`src/rtl/burst_col_pkg.sv`:
```
package burst_col_pkg;
  // Log2 of the beat count for finite bursts (0..3 -> 1..8 beats).
  localparam int LG_W = 2;

  typedef struct packed {
    logic [LG_W-1:0] lg;     // log2 of finite burst length
    logic            full;   // full-page run
    logic            intlv;  // XOR ordering
    logic            bad;    // reserved code seen
  } burst_cfg_t;

  localparam burst_cfg_t CFG_IDLE = '{lg: '0, full: 1'b0, intlv: 1'b0, bad: 1'b0};
endpackage

```
`src/rtl/burst_mode_decode.sv`:
```
module burst_mode_decode
  import burst_col_pkg::*;
#(
  parameter int MODE_W      = 12,
  parameter int LEN_LSB     = 0,
  parameter int ORDER_BIT   = 3,
  parameter int WSINGLE_BIT = 9
) (
  input  logic [MODE_W-1:0] mode_word,
  input  logic              is_write,
  output burst_cfg_t        cfg
);
  localparam int LEN_W = 3;

  logic [LEN_W-1:0] len_code;
  logic             order_bit;
  logic             wsingle;

  assign len_code  = mode_word[LEN_LSB +: LEN_W];
  assign order_bit = mode_word[ORDER_BIT];
  assign wsingle   = mode_word[WSINGLE_BIT];

  always_comb begin
    cfg = CFG_IDLE;
    unique case (len_code)
      3'b000: cfg.lg = 2'd0;
      3'b001: cfg.lg = 2'd1;
      3'b010: cfg.lg = 2'd2;
      3'b011: cfg.lg = 2'd3;
      3'b111: begin
        if (order_bit) cfg.bad  = 1'b1;
        else           cfg.full = 1'b1;
      end
      default: cfg.bad = 1'b1;
    endcase
    // Single-location writes override the programmed length.
    if (wsingle && is_write) begin
      cfg.lg   = '0;
      cfg.full = 1'b0;
    end
    // Ordering only matters for multi-beat finite bursts.
    cfg.intlv = order_bit && !cfg.full && !cfg.bad && (cfg.lg != '0);
  end
endmodule

```
`src/rtl/burst_beat_ctrl.sv`:
```
module burst_beat_ctrl
  import burst_col_pkg::*;
#(
  parameter int COL_W = 10
) (
  input  logic             clk,
  input  logic             rst_n,
  input  logic             start,
  input  logic             stop,
  input  logic [COL_W-1:0] start_col,
  input  burst_cfg_t       cfg_in,
  output logic             active,
  output logic [COL_W-1:0] beat_idx,
  output logic [COL_W-1:0] base_col,
  output burst_cfg_t       cfg_q,
  output logic             final_beat
);
  function automatic logic [COL_W-1:0] final_index(input logic [LG_W-1:0] lg);
    final_index = COL_W'((1 << lg) - 1);
  endfunction

  assign final_beat = active && !cfg_q.full && (beat_idx == final_index(cfg_q.lg));

  always_ff @(posedge clk or negedge rst_n) begin
    if (!rst_n) begin
      active   <= 1'b0;
      beat_idx <= '0;
      base_col <= '0;
      cfg_q    <= CFG_IDLE;
    end else if (start) begin
      active   <= 1'b1;
      beat_idx <= '0;
      base_col <= start_col;
      cfg_q    <= cfg_in;
    end else if (active) begin
      if (stop || final_beat) begin
        active   <= 1'b0;
        beat_idx <= '0;
      end else begin
        beat_idx <= beat_idx + 1'b1;
      end
    end
  end
endmodule

```
`src/rtl/burst_col_calc.sv`:
```
module burst_col_calc
  import burst_col_pkg::*;
#(
  parameter int COL_W = 10
) (
  input  logic [COL_W-1:0] base_col,
  input  logic [COL_W-1:0] beat_idx,
  input  burst_cfg_t       cfg,
  output logic [COL_W-1:0] col
);
  function automatic logic [COL_W-1:0] low_mask(input logic [LG_W-1:0] lg);
    low_mask = COL_W'((1 << lg) - 1);
  endfunction

  function automatic logic [COL_W-1:0] seq_col(input logic [COL_W-1:0] b,
                                               input logic [COL_W-1:0] i,
                                               input logic [LG_W-1:0] lg);
    logic [COL_W-1:0] m;
    m = low_mask(lg);
    seq_col = (b & ~m) | ((b + i) & m);
  endfunction

  function automatic logic [COL_W-1:0] xor_col(input logic [COL_W-1:0] b,
                                               input logic [COL_W-1:0] i,
                                               input logic [LG_W-1:0] lg);
    logic [COL_W-1:0] m;
    m = low_mask(lg);
    xor_col = (b & ~m) | ((b ^ i) & m);
  endfunction

  always_comb begin
    if (cfg.full)       col = base_col + beat_idx;
    else if (cfg.intlv) col = xor_col(base_col, beat_idx, cfg.lg);
    else                col = seq_col(base_col, beat_idx, cfg.lg);
  end
endmodule

```
`src/rtl/burst_col_gen.sv`:
```
module burst_col_gen
  import burst_col_pkg::*;
#(
  parameter int COL_W  = 10,
  parameter int MODE_W = 12
) (
  input  logic              clk,
  input  logic              rst_n,
  input  logic              start,
  input  logic              start_wr,
  input  logic [COL_W-1:0]  start_col,
  input  logic [MODE_W-1:0] mode_word,
  input  logic              stop,
  output logic [COL_W-1:0]  col_out,
  output logic              col_valid,
  output logic              last,
  output logic              mode_err
);
  burst_cfg_t       cfg_dec;
  burst_cfg_t       cfg_run;
  logic             run_active;
  logic             run_full;
  logic             run_final;
  logic [COL_W-1:0] run_idx;
  logic [COL_W-1:0] run_base;
  logic [COL_W-1:0] run_col;

  burst_mode_decode #(.MODE_W(MODE_W)) u_dec (
    .mode_word (mode_word),
    .is_write  (start_wr),
    .cfg       (cfg_dec)
  );

  burst_beat_ctrl #(.COL_W(COL_W)) u_ctrl (
    .clk        (clk),
    .rst_n      (rst_n),
    .start      (start),
    .stop       (stop),
    .start_col  (start_col),
    .cfg_in     (cfg_dec),
    .active     (run_active),
    .beat_idx   (run_idx),
    .base_col   (run_base),
    .cfg_q      (cfg_run),
    .final_beat (run_final)
  );

  burst_col_calc #(.COL_W(COL_W)) u_calc (
    .base_col (run_base),
    .beat_idx (run_idx),
    .cfg      (cfg_run),
    .col      (run_col)
  );

  assign run_full  = run_active && cfg_run.full;
  assign col_valid = run_active;
  assign col_out   = run_active ? run_col : '0;
  assign last      = run_final;

  always_ff @(posedge clk or negedge rst_n) begin
    if (!rst_n)                    mode_err <= 1'b0;
    else if (start && cfg_dec.bad) mode_err <= 1'b1;
  end
endmodule

```
`config.mk`:
```
export PLATFORM = sky130hd
export DESIGN_NAME = burst_col_gen
export DESIGN_NICKNAME = d
export VERILOG_FILES = /design/src/rtl/burst_col_pkg.sv /design/src/rtl/burst_mode_decode.sv /design/src/rtl/burst_beat_ctrl.sv /design/src/rtl/burst_col_calc.sv /design/src/rtl/burst_col_gen.sv
export SDC_FILE = /design/constraint.sdc
export NUM_CORES = 1
export LEC_CHECK = 0
export BUFFER_PORTS_ARGS = -buffer_cell sky130_fd_sc_hd__buf_2
export CAP_MARGIN = 25
export CORE_UTILIZATION = 60
export CTS_BUF_LIST = sky130_fd_sc_hd__clkbuf_4
export CTS_CLUSTER_SIZE = 28
export DETAILED_ROUTE_END_ITERATION = 8
export PLACE_DENSITY = 0.86
export SYNTH_ARGS = -nofsm -noshare
export SYNTH_HDL_FRONTEND = slang
export SYNTH_SLANG_ARGS = --single-unit
```
`constraint.sdc`:
```
create_clock -name clk -period 5.75 [get_ports clk]
set_input_delay 0 -clock clk [delete_from_list [all_inputs] [get_ports clk]]
set_output_delay 0 -clock clk [all_outputs]
set_load 0.01 [all_outputs]
```
==> flow_metrics.tcl <==
set metrics [dict create \
    fp.dieH_um 58.8 \
    syn_inst 214 \
    hold_start "mode_word[9]" \
    crit_chain "ha_1 -> a21oi_1 -> o21ai_0 -> or4b_2 -> o21ai_0 -> nand4b_1 -> buf_2" \
    outcome "completed" \
    finalCritPeriodShare_pct 46.0 \
    setup_viol 0 \
    synth_top_area_cell "dfrtp_1" \
    synth.distinct_cells 53 \
    crit_path_max_incr_delay_ns 0.65 \
    power_density_mw_per_mm2 191 \
    worstHoldPathCells 4 \
    end_kind "output pin" \
    syn-num-nets 252 \
    crit_top_cell "o21ai_0" \
    hpwlAfterDp_mm 3.17 \
    overflow 0 \
    die_w_um 58.8 \
    cts_made_buffers 3 \
    fill_cells 249 \
    rsz0062_at_grt "no" \
    crit_type "reg2out" \
    rr_startpoint "u_ctrl.active" \
    synth_edf_count 0 \
    leakage_nw 1.06 \
    antenna_cells 0 \
    clk_latency_ns 0.33 \
    synth_area_mm2 0.00193 \
    holdCritPathClass "in2reg" \
    syn2layout_area_growth_pct 22.4 \
    slew_headroom_pct 59.7 \
    skew_ns 0.0117 \
    cts_tree "done" \
    crit_arrival_ns 2.64 \
    max-cap-violations 0 \
    ys.flop_type "dfrtp_1" \
    core_mm2 0.00305 \
    grt_pass1_wl_mm 8.14 \
    yosysSeqAreaShare_pct 33.6 \
    period_minus_slack_ns 2.64 \
    slowest_stage "or4b_2" \
    num_rows 20 \
    synthArstFlopShare_pct 100 \
    fmax_mhz 378 \
    whs_endpoint "u_ctrl.cfg_q[1]" \
    finalHoldViolations 0 \
    via_per_inst 6.17 \
    finalPower_mw 0.452 \
    ctsHtreeMaxLevel 1 \
    cts_root_buffer "clkbuf_4" \
    internal-power_mw 0.318 \
    grt_usage_pct 30.8 \
    slew_violations 0 \
    fin_nets 302 \
    p_switching_mw 0.133 \
    cp_max_fo 7 \
    ff2ff_setup_slack_ns 3.68 \
    cts_num_sinks 26 \
    drtPass1Iterations 4 \
    required_ns 5.75 \
    tightest_slew_ns 0.604 \
    ys_ff_latch 26 \
    synth_common_cells "dfrtp_1, nand2_1, o21ai_0" \
    wl_per_cell_um 16.0 \
    swShare_pct 29.5 \
    gp_congestion 0.832 \
    synth_most_common_cell "dfrtp_1" \
    first_global_vias 1763 \
    sequentialPowerShare_pct 46.1 \
    antenna_found_initial 0 \
    tns_ns 0 \
    cts-resized-gates 0 \
    antenna_left 0 \
    fp.dieArea_mm2 0.00346 \
    worstReg2RegEnd "u_ctrl.beat_idx[8]" \
    seqCellArea_um2 651 \
    start_util_pct 63.4 \
    drive_above_1_share_pct 21.7 \
    ys_top_cells_by_area "dfrtp_1, ha_1, mux2_2" \
    startpoint_type "flop" \
    yosysWarnings 0 \
    avgSynthCellArea_um2 9.04 \
    drc_errors 0 \
    drt-total-wl_mm 4.91 \
    numPortBuffers 32 \
    multi_input_area_mm2 0.00122 \
    combPwrFrac_pct 25.3 \
    clockBufferDepth 2 \
    ir_worst_vdd_uv 151 \
    grt_max_degree 34 \
    worstRegToRegCells 6 \
    yosysTopAreaCellShare_pct 33.6 \
    vias 1894 \
    drt_iter0_drc 108 \
    ios 40 \
    power.share.clock_pct 28.6 \
    path_clk_slew_ns 0.16 \
]
## sequential cells by signal, summed over array words and instances (netlist names)
register	count
u_ctrl.base_col	10
u_ctrl.active	1
u_ctrl.cfg_q	4
mode_err	1
u_ctrl.beat_idx	10
## power groups by stage
stage | combinational, mW | clock, mW | sequential, mW
CTS | 0.112 | 0.130 | 0.208
detailed placement | 0.102 | 0 | 0.211
global route | 0.126 | 0.137 | 0.210
floorplan | 0.0724 | 0 | 0.205
global placement | 0.0995 | 0 | 0.211
finish | 0.114 | 0.129 | 0.208
## cell type report
| class | count | area share [%] |
|---|---|---|
| Clock buffer | 3 | 0.951 |
| Clock inverter | 1 | 1.27 |
| Inverter | 11 | 1.74 |
| Multi-Input combinational cell | 171 | 51.5 |
| Sequential cell | 26 | 27.5 |
| Tap cell | 44 | 2.32 |
| Timing Repair Buffer | 51 | 14.8 |
## cell families after synthesis
family                     count (synthesis)  synth area share (%)
adders and majority gates                 11                  7.50
xor gates and xnor gates                   3                  1.36
buffers and inverters                     17                  3.36
and+or+nand+nor                           82                  24.1
muxes                                     12                  6.86
AOI/OAI and AO/OA                         63                  23.2
DFF                                       26                  33.6
## worst max-delay path by stage
stage / slack (ns) / start / cells after the start / to
floorplan: 3.83 / u_ctrl.beat_idx[0] / 8 / col_out[8]
global placement: 3.55 / u_ctrl.beat_idx[0] / 9 / col_out[8]
detailed placement: 3.51 / u_ctrl.beat_idx[0] / 9 / col_out[8]
CTS: 3.12 / u_ctrl.beat_idx[0] / 9 / col_out[8]
global route: 2.97 / u_ctrl.beat_idx[6] / 7 / col_out[9]
finish: 3.11 / u_ctrl.beat_idx[6] / 7 / col_out[9]
## what timing repair did
item	in CTS	in global routing
setup buffers	0	0
endpoints found under the hold margin	43	0
hold buffers	19	0
## critical path: cells and delay by family (launching register included)
| family | cells | cell delay, ns |
|---|---|---|
| buffers and inverters | 1 | 0.13 |
| DFF | 1 | 0.50 |
| adders and majority gates | 1 | 0.40 |
| AOI/OAI and AO/OA | 3 | 0.50 |
| and+or+nand+nor | 2 | 0.79 |
## metal layers
layer	part of all wire (%)	wire length (um)	global-route usage, %	vias up
met5	0	0	0	-
met4	1.0	51	9.52	0
met3	3.9	192	2.20	6
met2	50	2480	51.3	50
met1	45	2190	43.1	929
li1	-	-	-	909
## cells in the final DEF, fill, tap and decap left out, drive strengths merged, types with 3 or more instances in the layout
cell type | Yosys | layout
inv | 11 | 11
dfrtp | 26 | 26
clkbuf | 5 | 3
a22o | 5 | 5
o211ai | 3 | 3
nand3 | 9 | 9
nor2 | 7 | 7
or2 | 3 | 3
a21oi | 11 | 11
or3 | 4 | 4
a211oi | 5 | 5
buf | 1 | 32
o21ai | 13 | 13
mux2 | 10 | 10
nand3b | 3 | 3
dlygate4sd3 | 0 | 19
xnor2 | 3 | 3
nand2b | 4 | 4
ha | 10 | 10
nor4 | 3 | 3
nand2 | 18 | 18
and3 | 3 | 3
o41ai | 3 | 3
nor3 | 9 | 9
nor2b | 6 | 6
a21o | 5 | 5
nand4b | 4 | 4
## stage by stage
stage	cell area (um^2)	hold WS [ns]	utilization, %	worst slack, ns	std cells
final	2370	0.0371	77.6	3.11	307
after global routing	2370	0.0692	77.6	2.97	307
after CTS	2370	0.0156	77.6	3.12	307
after detailed placement	2130	0.0362	69.6	3.51	284
after global placement	2130	0.0340	69.6	3.55	284
after floorplan	1930	-0.296	-	3.83	214
(Power assumes the default switching activity.)
